--- src/rtl/txq_pkg.sv ---
package txq_pkg;
    typedef enum logic [0:0] {
        SH_IDLE = 1'b0,
        SH_BUSY = 1'b1
    } sh_state_e;

    localparam int unsigned TXQ_BYTE_W = 8;
endpackage

--- src/rtl/txq_fifo.sv ---
module txq_fifo #(
    parameter int unsigned DEPTH = 16,
    parameter int unsigned DW    = 8,
    localparam int unsigned AW   = (DEPTH > 1) ? $clog2(DEPTH) : 1,
    localparam int unsigned CW   = $clog2(DEPTH + 1)
) (
    input  logic          clk,
    input  logic          rst_n,
    input  logic          push_req,
    input  logic [DW-1:0] din,
    input  logic          pop,
    output logic [DW-1:0] dout,
    output logic [CW-1:0] count,
    output logic          push_ok,
    output logic          full,
    output logic          empty
);
    localparam logic [AW-1:0] LAST_IDX = AW'(DEPTH - 1);
    localparam logic [CW-1:0] FULL_CNT = CW'(DEPTH);

    typedef struct packed {
        logic [AW-1:0] wptr;
        logic [AW-1:0] rptr;
        logic [CW-1:0] cnt;
    } ptr_t;

    ptr_t          s_d, s_q;
    logic [DW-1:0] mem_d [DEPTH];
    logic [DW-1:0] mem_q [DEPTH];

    assign full    = (s_q.cnt == FULL_CNT);
    assign empty   = (s_q.cnt == '0);
    assign push_ok = push_req && !full;
    assign dout    = mem_q[s_q.rptr];
    assign count   = s_q.cnt;

    always_comb begin
        s_d   = s_q;
        mem_d = mem_q;
        if (push_ok) begin
            mem_d[s_q.wptr] = din;
            s_d.wptr = (s_q.wptr == LAST_IDX) ? '0 : s_q.wptr + AW'(1);
        end
        if (pop) begin
            s_d.rptr = (s_q.rptr == LAST_IDX) ? '0 : s_q.rptr + AW'(1);
        end
        case ({push_ok, pop})
            2'b10:   s_d.cnt = s_q.cnt + CW'(1);
            2'b01:   s_d.cnt = s_q.cnt - CW'(1);
            default: s_d.cnt = s_q.cnt;
        endcase
    end

    always_ff @(posedge clk) begin
        if (!rst_n) begin
            s_q <= '0;
        end else begin
            s_q <= s_d;
        end
        mem_q <= mem_d;
    end

    p_no_overflow_r1: assert property (@(posedge clk) disable iff (!rst_n)
        (full && push_req && !pop) |=> (s_q.cnt == FULL_CNT));
    p_count_keep_r6: assert property (@(posedge clk) disable iff (!rst_n)
        (push_ok && pop) |=> $stable(s_q.cnt));
    p_full_release_r5: assert property (@(posedge clk) disable iff (!rst_n)
        (full && pop) |=> !full);
    p_no_underflow_r4: assert property (@(posedge clk) disable iff (!rst_n)
        pop |-> !empty);
endmodule

--- src/rtl/txq_shifter.sv ---
module txq_shifter
    import txq_pkg::*;
#(
    parameter int unsigned DW = 8,
    localparam int unsigned FW = DW + 2,
    localparam int unsigned BW = $clog2(FW)
) (
    input  logic          clk,
    input  logic          rst_n,
    input  logic          baud_tick,
    input  logic          have_data,
    input  logic [DW-1:0] din,
    output logic          pop,
    output logic          txd
);
    localparam logic [BW-1:0] LAST_BIT = BW'(FW - 1);

    typedef struct packed {
        sh_state_e     st;
        logic [FW-1:0] frame;
        logic [BW-1:0] bitcnt;
    } sh_t;

    sh_t s_d, s_q;
    logic stop_done;

    assign stop_done = (s_q.st == SH_BUSY) && baud_tick && (s_q.bitcnt == LAST_BIT);
    assign pop       = have_data && ((s_q.st == SH_IDLE) || stop_done);
    assign txd       = (s_q.st == SH_BUSY) ? s_q.frame[0] : 1'b1;

    always_comb begin
        s_d = s_q;
        if (pop) begin
            s_d.st     = SH_BUSY;
            s_d.frame  = {1'b1, din, 1'b0};
            s_d.bitcnt = '0;
        end else if (stop_done) begin
            s_d.st = SH_IDLE;
        end else if ((s_q.st == SH_BUSY) && baud_tick) begin
            s_d.frame  = {1'b1, s_q.frame[FW-1:1]};
            s_d.bitcnt = s_q.bitcnt + BW'(1);
        end
    end

    always_ff @(posedge clk) begin
        if (!rst_n) begin
            s_q <= '{st: SH_IDLE, frame: '1, bitcnt: '0};
        end else begin
            s_q <= s_d;
        end
    end

    p_start_low_r2: assert property (@(posedge clk) disable iff (!rst_n)
        (pop && (s_q.st == SH_IDLE)) |=> (txd == 1'b0));
    p_stop_high_r3: assert property (@(posedge clk) disable iff (!rst_n)
        ((s_q.st == SH_BUSY) && (s_q.bitcnt == LAST_BIT)) |-> txd);
    p_bit_hold_r3: assert property (@(posedge clk) disable iff (!rst_n)
        ((s_q.st == SH_BUSY) && !baud_tick) |=> $stable(txd));
endmodule

--- src/rtl/txq_irq.sv ---
module txq_irq #(
    parameter int unsigned CW         = 5,
    parameter int unsigned CHAR_TICKS = 10,
    localparam int unsigned TW        = $clog2(CHAR_TICKS + 1)
) (
    input  logic          clk,
    input  logic          rst_n,
    input  logic          baud_tick,
    input  logic [CW-1:0] count,
    input  logic          push,
    input  logic          pop,
    input  logic          irq_en,
    output logic          irq
);
    localparam logic [TW-1:0] TICK_LAST = TW'(CHAR_TICKS - 1);

    typedef struct packed {
        logic          armed;
        logic          hold;
        logic [TW-1:0] tcnt;
    } ho_t;

    ho_t  s_d, s_q;
    logic drain_evt;

    assign drain_evt = pop && !push && (count == CW'(1));
    assign irq       = irq_en && (count == '0) && !s_q.hold;

    always_comb begin
        s_d = s_q;
        if (drain_evt && s_q.armed) begin
            s_d.hold = 1'b1;
            s_d.tcnt = '0;
        end else if (push) begin
            s_d.hold = 1'b0;
        end else if (s_q.hold && baud_tick) begin
            if (s_q.tcnt == TICK_LAST) begin
                s_d.hold = 1'b0;
            end else begin
                s_d.tcnt = s_q.tcnt + TW'(1);
            end
        end

        if (count >= CW'(2)) begin
            s_d.armed = 1'b0;
        end else if (drain_evt) begin
            s_d.armed = 1'b1;
        end
    end

    always_ff @(posedge clk) begin
        if (!rst_n) begin
            s_q <= '{armed: 1'b1, hold: 1'b0, tcnt: '0};
        end else begin
            s_q <= s_d;
        end
    end

    p_hold_empty_r9: assert property (@(posedge clk) disable iff (!rst_n)
        s_q.hold |-> (count == '0));
    p_first_write_r8: assert property (@(posedge clk) disable iff (!rst_n)
        ((count == '0) && push) |=> !irq);
    p_disarm_r10: assert property (@(posedge clk) disable iff (!rst_n)
        (count >= CW'(2)) |=> !s_q.armed);
    p_rearm_r11: assert property (@(posedge clk) disable iff (!rst_n)
        drain_evt |=> s_q.armed);
endmodule

--- src/rtl/txq_uart.sv ---
module txq_uart #(
    parameter int unsigned DEPTH      = 16,
    parameter int unsigned DW         = txq_pkg::TXQ_BYTE_W,
    parameter int unsigned CHAR_TICKS = DW + 2,
    localparam int unsigned CW        = $clog2(DEPTH + 1)
) (
    input  logic          clk,
    input  logic          rst_n,
    input  logic          baud_tick,
    input  logic          wr_en,
    input  logic [DW-1:0] wr_data,
    input  logic          irq_en,
    output logic          full,
    output logic          txd,
    output logic          irq
);
    logic [DW-1:0] head;
    logic [CW-1:0] count;
    logic          push_ok;
    logic          empty;
    logic          pop;

    txq_fifo #(.DEPTH(DEPTH), .DW(DW)) u_fifo (
        .clk      (clk),
        .rst_n    (rst_n),
        .push_req (wr_en),
        .din      (wr_data),
        .pop      (pop),
        .dout     (head),
        .count    (count),
        .push_ok  (push_ok),
        .full     (full),
        .empty    (empty)
    );

    txq_shifter #(.DW(DW)) u_shift (
        .clk       (clk),
        .rst_n     (rst_n),
        .baud_tick (baud_tick),
        .have_data (!empty),
        .din       (head),
        .pop       (pop),
        .txd       (txd)
    );

    txq_irq #(.CW(CW), .CHAR_TICKS(CHAR_TICKS)) u_irq (
        .clk       (clk),
        .rst_n     (rst_n),
        .baud_tick (baud_tick),
        .count     (count),
        .push      (push_ok),
        .pop       (pop),
        .irq_en    (irq_en),
        .irq       (irq)
    );

    p_irq_gate_r7: assert property (@(posedge clk) disable iff (!rst_n)
        !irq_en |-> !irq);
endmodule

--- config.mk ---
export PLATFORM = sky130hd
export DESIGN_NAME = txq_uart
export DESIGN_NICKNAME = d
export VERILOG_FILES = /design/src/rtl/txq_pkg.sv /design/src/rtl/txq_fifo.sv /design/src/rtl/txq_shifter.sv /design/src/rtl/txq_irq.sv /design/src/rtl/txq_uart.sv
export SDC_FILE = /design/constraint.sdc
export NUM_CORES = 1
export LEC_CHECK = 0
export CORE_ASPECT_RATIO = 1.4
export CORE_MARGIN = 3
export CORE_UTILIZATION = 50
export DETAILED_ROUTE_END_ITERATION = 16
export PLACE_DENSITY = 0.79
export SLEW_MARGIN = 20
export SYNTH_ARGS = -nofsm -noshare
export SYNTH_HDL_FRONTEND = slang
export SYNTH_SLANG_ARGS = --single-unit
--- constraint.sdc ---
create_clock -name clk -period 3.25 [get_ports clk]
set_clock_uncertainty 0.2 [all_clocks]
set_input_delay 0.8125 -clock clk [delete_from_list [all_inputs] [get_ports clk]]
set_output_delay 0.8125 -clock clk [all_outputs]
set_load 0.005 [all_outputs]
**Word-level counts from Yosys, hierarchy flattened**

Index checks and enable logic that the tools add are counted.

- $add $sub $neg: 6
- $lt $le $gt $ge: 4
- Equality and inequality tests: 9
- Multiplexer cells: 22
- Bitwise logic cells: 7
- Reductions and logical operators: 29

Operators by type and width:

| cell | count |
|---|---|
| $bwmux 128 | 1 |
| $bmux 8 s4 | 1 |
| $demux 8 s4 | 1 |
| $mux 13 | 2 |
| $mux 8 | 3 |
| $add 4x1->4 const B | 4 |
| $eq 4x4->1 const B | 4 |
| $mux 4 | 4 |
| $mux 15 | 1 |
| $logic_and 1x1->1 | 11 |
| $ge 5x5->1 const B | 2 |
| $mux 5 | 2 |
| $not 4->5 | 2 |
| $pmux 5 s2 | 1 |
| $reduce_bool 2->1 | 4 |
| $mux 1 | 6 |
| $reduce_and 2->1 | 3 |
| $reduce_bool 3->1 | 2 |
| $add 5x1->5 const B | 1 |
| $eq 5x1->1 const B | 1 |
| $eq 5x5->1 const B | 1 |
| $ge 5x2->1 const B | 1 |
| $logic_not 5->1 | 1 |
| $lt 5x1->1 const B | 1 |
| 9 further kinds | 17 |

- Bits in registers: 161
- Input port bits: 13
- Output and inout port bits: 3
- Word-level logic and storage cells: 102

**Depth between registers and ports, before layout**

- Depth after elaboration: 9
- Mapped depth: 12
- Mapped depth without buffers: 11

**Cells and area by module**

Synthesis repeated with hierarchy kept, for this count alone.

- Cells, all modules: 422
- Area total of the unflattened synthesis: 6929.1 um^2

By module, submodules not included:

| module | times used | cells each | area an instance (um^2) | sequential area each (um^2) |
|---|---|---|---|---|
| txq_fifo | 1 | 299 | 5843.1 | 4103.9 |
| txq_shifter | 1 | 85 | 753.2 | 280.3 |
| txq_irq | 1 | 37 | 329.1 | 120.1 |
| txq_uart | 1 | 1 | 3.8 | 0.0 |

**Worst setup path before layout**

No wires, ideal clock.

- Path type: input port to flip-flop
- From: input baud_tick
- To: register u_fifo.s_q, in the netlist u_fifo.count[4]
- Setup time: 0.128 ns
- Data arrival time: 2.606 ns
- Required time: 2.922 ns
- Path slack: 0.317 ns
- Cell stages on the path: 9
- Buffers on the path: 1
- Cell sequence: and4b_1 o21ai_4 inv_1 ha_1 buf_2 or4bb_2 a21oi_1 xnor2_1 nor2_1

- Cells in the longest elaborated chain, start to end: 6
- Elaborated cells on any way between the ends: 8
- Classes of those cells: eq/ne: 2; mux: 1; reduce/logical: 5

Ends and longest elaborated chain:

| what | line | text |
|---|---|---|
| from (decl) | txq_uart.sv:9 | `input logic baud_tick,` |
| $logic_and 1x1->1 (*) (2 in series) | txq_shifter.sv:27 | `assign stop_done = (s_q.st == SH_BUSY) && baud_tick && (s_q.bitcnt == LAST_BIT);` |
| $logic_or 1x1->1 (*) | txq_shifter.sv:28 | `assign pop = have_data && ((s_q.st == SH_IDLE) \|\| stop_done);` |
| $logic_and 1x1->1 (*) | txq_shifter.sv:28 |  |
| net pop | txq_uart.sv:21 | `logic pop;` |
| $eq 2x1->1 or $eq 2x2->1 (tied branches) | txq_fifo.sv:47 | `case ({push_ok, pop})` |
| $pmux 5 s2 or $reduce_bool 2->1 (tied branches) | n/a |  |
| to (signal assigned) | txq_fifo.sv:56 | `s_q <= '0;` |
| to (signal assigned) | txq_fifo.sv:58 | `s_q <= s_d;` |
| to (decl) | txq_fifo.sv:27 | `ptr_t s_d, s_q;` |

Mark *: on every way through the listed nets, which the timed path passes. The rest lies on a longest branch.
A chain may end at the register's enable or synchronous reset.

**Worst setup path after layout**

- From: register u_fifo.s_q, in the netlist u_fifo.count[0]
- To: output irq

- Cells in the longest elaborated chain, start to end: 3

Ends and longest elaborated chain:

| what | line | text |
|---|---|---|
| $logic_not 5->1 | txq_irq.sv:27 | `assign irq = irq_en && (count == '0) && !s_q.hold;` |
| $logic_and 1x1->1 (2 in series) | txq_irq.sv:27 |  |
| to (decl) | txq_uart.sv:15 | `output logic irq` |

Every way passes these cells.

==> impl_results.md <==
- Least-Margin Pin Slew: around 760 ps
- Initial antenna violation count: 0
- Vias in the first global route: a little under 4000
- Period Utilization, post-route: about nine tenths
- Chip Height: ~140 µm
- CP max FO: 6
- Crit start category: flip-flop
- Final setup viols: 0
- Worst hold slack: approximately 270 ps
- #FFs+latches synth: ~160
- Setup CP Type: flip-flop to output port
- Dpl cells: roughly 620
- Non-Filler Instances: roughly 660
- Peak supply drop: ~0.00039 V
- Ports: 16
- Clock sinks: about 160
- DR vias: 3799
- Simple-Gate Fraction of Synth Area: 7.89%
- Diodes inserted: 0
- Dpl ws: -5.17 ps
- Via density per instance: 5.79
- Die W: 104 µm
- Wire per inst: approximately 20 µm
- GR Overflow Total: 0
- R2R setup slack: 420 ps
- Fmax: ~340 MHz
- Synthesized area per cell: around 16 µm²
- Lkg Pwr: approximately 2.6 nW
- WL met2: about 7400 µm
- Sw Ratio: between 20% and 30%
- Clk buf depth: 2
- Top layer in use: met4
- # fillers: ~960
- Synth Instances: 420
- Hold Fails Final Rpt: 0
- RD Place Congestion: around 0.9
- Post-synthesis sequential area ratio: about two thirds
- NetSw: roughly 0.0015 W
- Synth Area in XOR/XNOR: about 1.2%
- CP required: 2240 ps
- Share of cells above drive strength 1: 22.4%
- Async SR Flop Fraction: 0%
- Synth area leader: edfxtp_1
- Relative max-transition margin: between 40 and 50%
- ANT nets after route: 0
- Library cells used by synthesis: 53
- CTS root buf: clkbuf_16
- Fin nets: ~500
- Area share of fa/ha/maj cells after synthesis: under 10%
- Post-DP HPWL: between 8000 and 9000 µm
- Clock network power share: 32.7%
- M1 WL: 5100 µm
- Largest net degree at the start of global routing: 37
- Seq pwr share: between 40% and 50%
- Power density over the cells: between 700 and 800 nW/µm²
- Area Overhead vs Synth: 15.6%
- Post-layout minimum cycle time: approximately 3000 ps
- Total Die Area: 14900 µm²
- Status: completed
- CTS tree: built
- Overall power: 0.00555 W
- P_int: approximately 0.0040 W
- Worst setup margin: approximately 300 ps
- Max-slew violation count: 0
- Multi-input logic area: 2050 µm²
- Global-route wire length before repair: 21600 µm
- Crit path arrival time: 1940 ps
- Predominant post-synthesis flop cell: edfxtp_1
- Worst-path clk slew: around 60 ps
- Type of the most critical hold path: flip-flop to flip-flop
- YS warnings: 0
- Gr usage total: roughly a fifth
- Synthesized area: between 6000 and 7000 µm²
- Total Wirelength: approximately 13000 µm
- RSZ-0062 raised after global routing: no
- H-tree levels: 4
- Dominant cells by area after synthesis: edfxtp_1, mux4_2, dfxtp_1
- DR pass1 iterations: 5
- DR DRC count: 0
- Top-area cell type share of the netlist area: between 50% and 60%
- Net Count, Synth: between 400 and 500
- FF+latch area: around 4500 µm²
- Initial core utilization: between 50% and 60%
- Num rows: 49
- Met3 wire length: roughly 540 µm
- Worst-Skew Late Latency: about 420 ps
- Gate power share: approximately 22%
- Worst setup EP type: output port
- Synth Area in Compound Gates: 5.83%
- Port Buffer Count: 15
- Number of synthesized flops with an enable pin: around 130
- Proportion of synthesized area in mux cells: roughly 13%
- Setup TNS: 0 ps
- DRT iter0 DRCs: a little under 300
- TritonCTS buffer count: 17
- Max-Cap Viols: 0
- Largest family of logic cells by synthesized area: multiplexers
- Core ar.: roughly 13000 µm²
-- path summary, 6_finish.rpt --
| check | startpoint | cells past startpoint | to |
|---|---|---|---|
| setup / recovery | u_fifo.count[0] | 5 | irq |
| hold / removal | u_shift.s_q[5] | 1 | u_shift.s_q[5] |
| setup reg to reg | u_fifo.count[0] | 12 | u_irq.s_q[3] |
| hold reg to reg | u_shift.s_q[5] | 1 | u_shift.s_q[5] |
-- cell usage after synthesis, types with 5 or more instances --
master,n
mux2i_1,19
nor3_1,13
clkbuf_1,5
nor2_1,36
edfxtp_1,128
xnor2_1,5
buf_1,5
mux4_2,30
nand3_1,8
ha_1,15
a21oi_1,14
a21o_1,8
buf_2,6
a2111o_1,7
o21ai_0,5
nand2_1,16
dfxtp_1,33
inv_1,12
-- per-layer routing --
| layer | track usage, % | vias up |
|---|---|---|
| met5 | 0 | - |
| li1 | - | 1732 |
| met3 | 4.16 | 31 |
| met1 | 22.0 | 1935 |
| met2 | 34.8 | 101 |
| met4 | 8.68 | 0 |
-- flip-flops by register name (all words and copies together) (netlist names) --
name and count:
u_fifo.s_q 8, u_fifo.mem_q 128, u_shift.s_q 14, u_irq.s_q 6
u_fifo.count 5
-- cell type report --
type                       count  share of cell area [%]
clock buffer                  18                    5.52
inverter                      14                   0.676
sequential                   161                    58.0
clock inverter                13                    1.45
multi-input combinational    225                    26.4
tap                          178                    2.87
timing repair buffer          47                    5.01
-- stage by stage --
step	cell area, µm²	util [%]
after floorplan	6720	-
after detailed placement	7220	55.5
final	7770	59.8
after global routing	7770	59.8
after CTS	7770	59.8
after global placement	7220	55.5
-- power by group through the flow --
stage,Sequential [W],Combinational (W),Clock (W)
3_5_place_dp,0.00258,0.00117,0
2_1_floorplan,0.00247,0.000948,0
4_1_cts,0.00255,0.00120,0.00183
3_3_place_gp,0.00257,0.00112,0
6_report,0.00254,0.00119,0.00181
5_1_grt,0.00257,0.00130,0.00192
-- logic make-up after synthesis --
kind of cell             Yosys count
buffers and inverters             34
flip-flops                       161
AND/OR/NAND/NOR                  100
AO/OA/AOI/OAI                     52
adder cells (fa/ha/maj)           15
XOR/XNOR                           9
multiplexers                      49
-- repair_timing --
item / 4_1_cts / 5_1_grt
hold buffers: 0 / 0
resized for setup: 5 / 0
setup buffers: 1 / 0
endpoints found under the setup margin: 1 / 0
-- worst max-delay path, cell delays in order (launching register included) --
cell           delay [ps]
dfxtp_2               360
inv_2                  90
ha_1                  170
or4b_4                460
nor3b_1               190
dlygate4sd2_1         250
-- placed cells by master (no fill, tap or decap), types with 10 or more instances in the layout --
cell type / instances
mux4_2: 30
a21oi_1: 14
dfxtp_1: 29
ha_1: 15
clkdlybuf4s50_1: 14
mux2i_1: 19
clkbuf_16: 17
nand2_1: 16
edfxtp_1: 128
nor3_1: 13
buf_4: 32
nor2_1: 36
inv_1: 10
(Power assumes the default switching activity.)
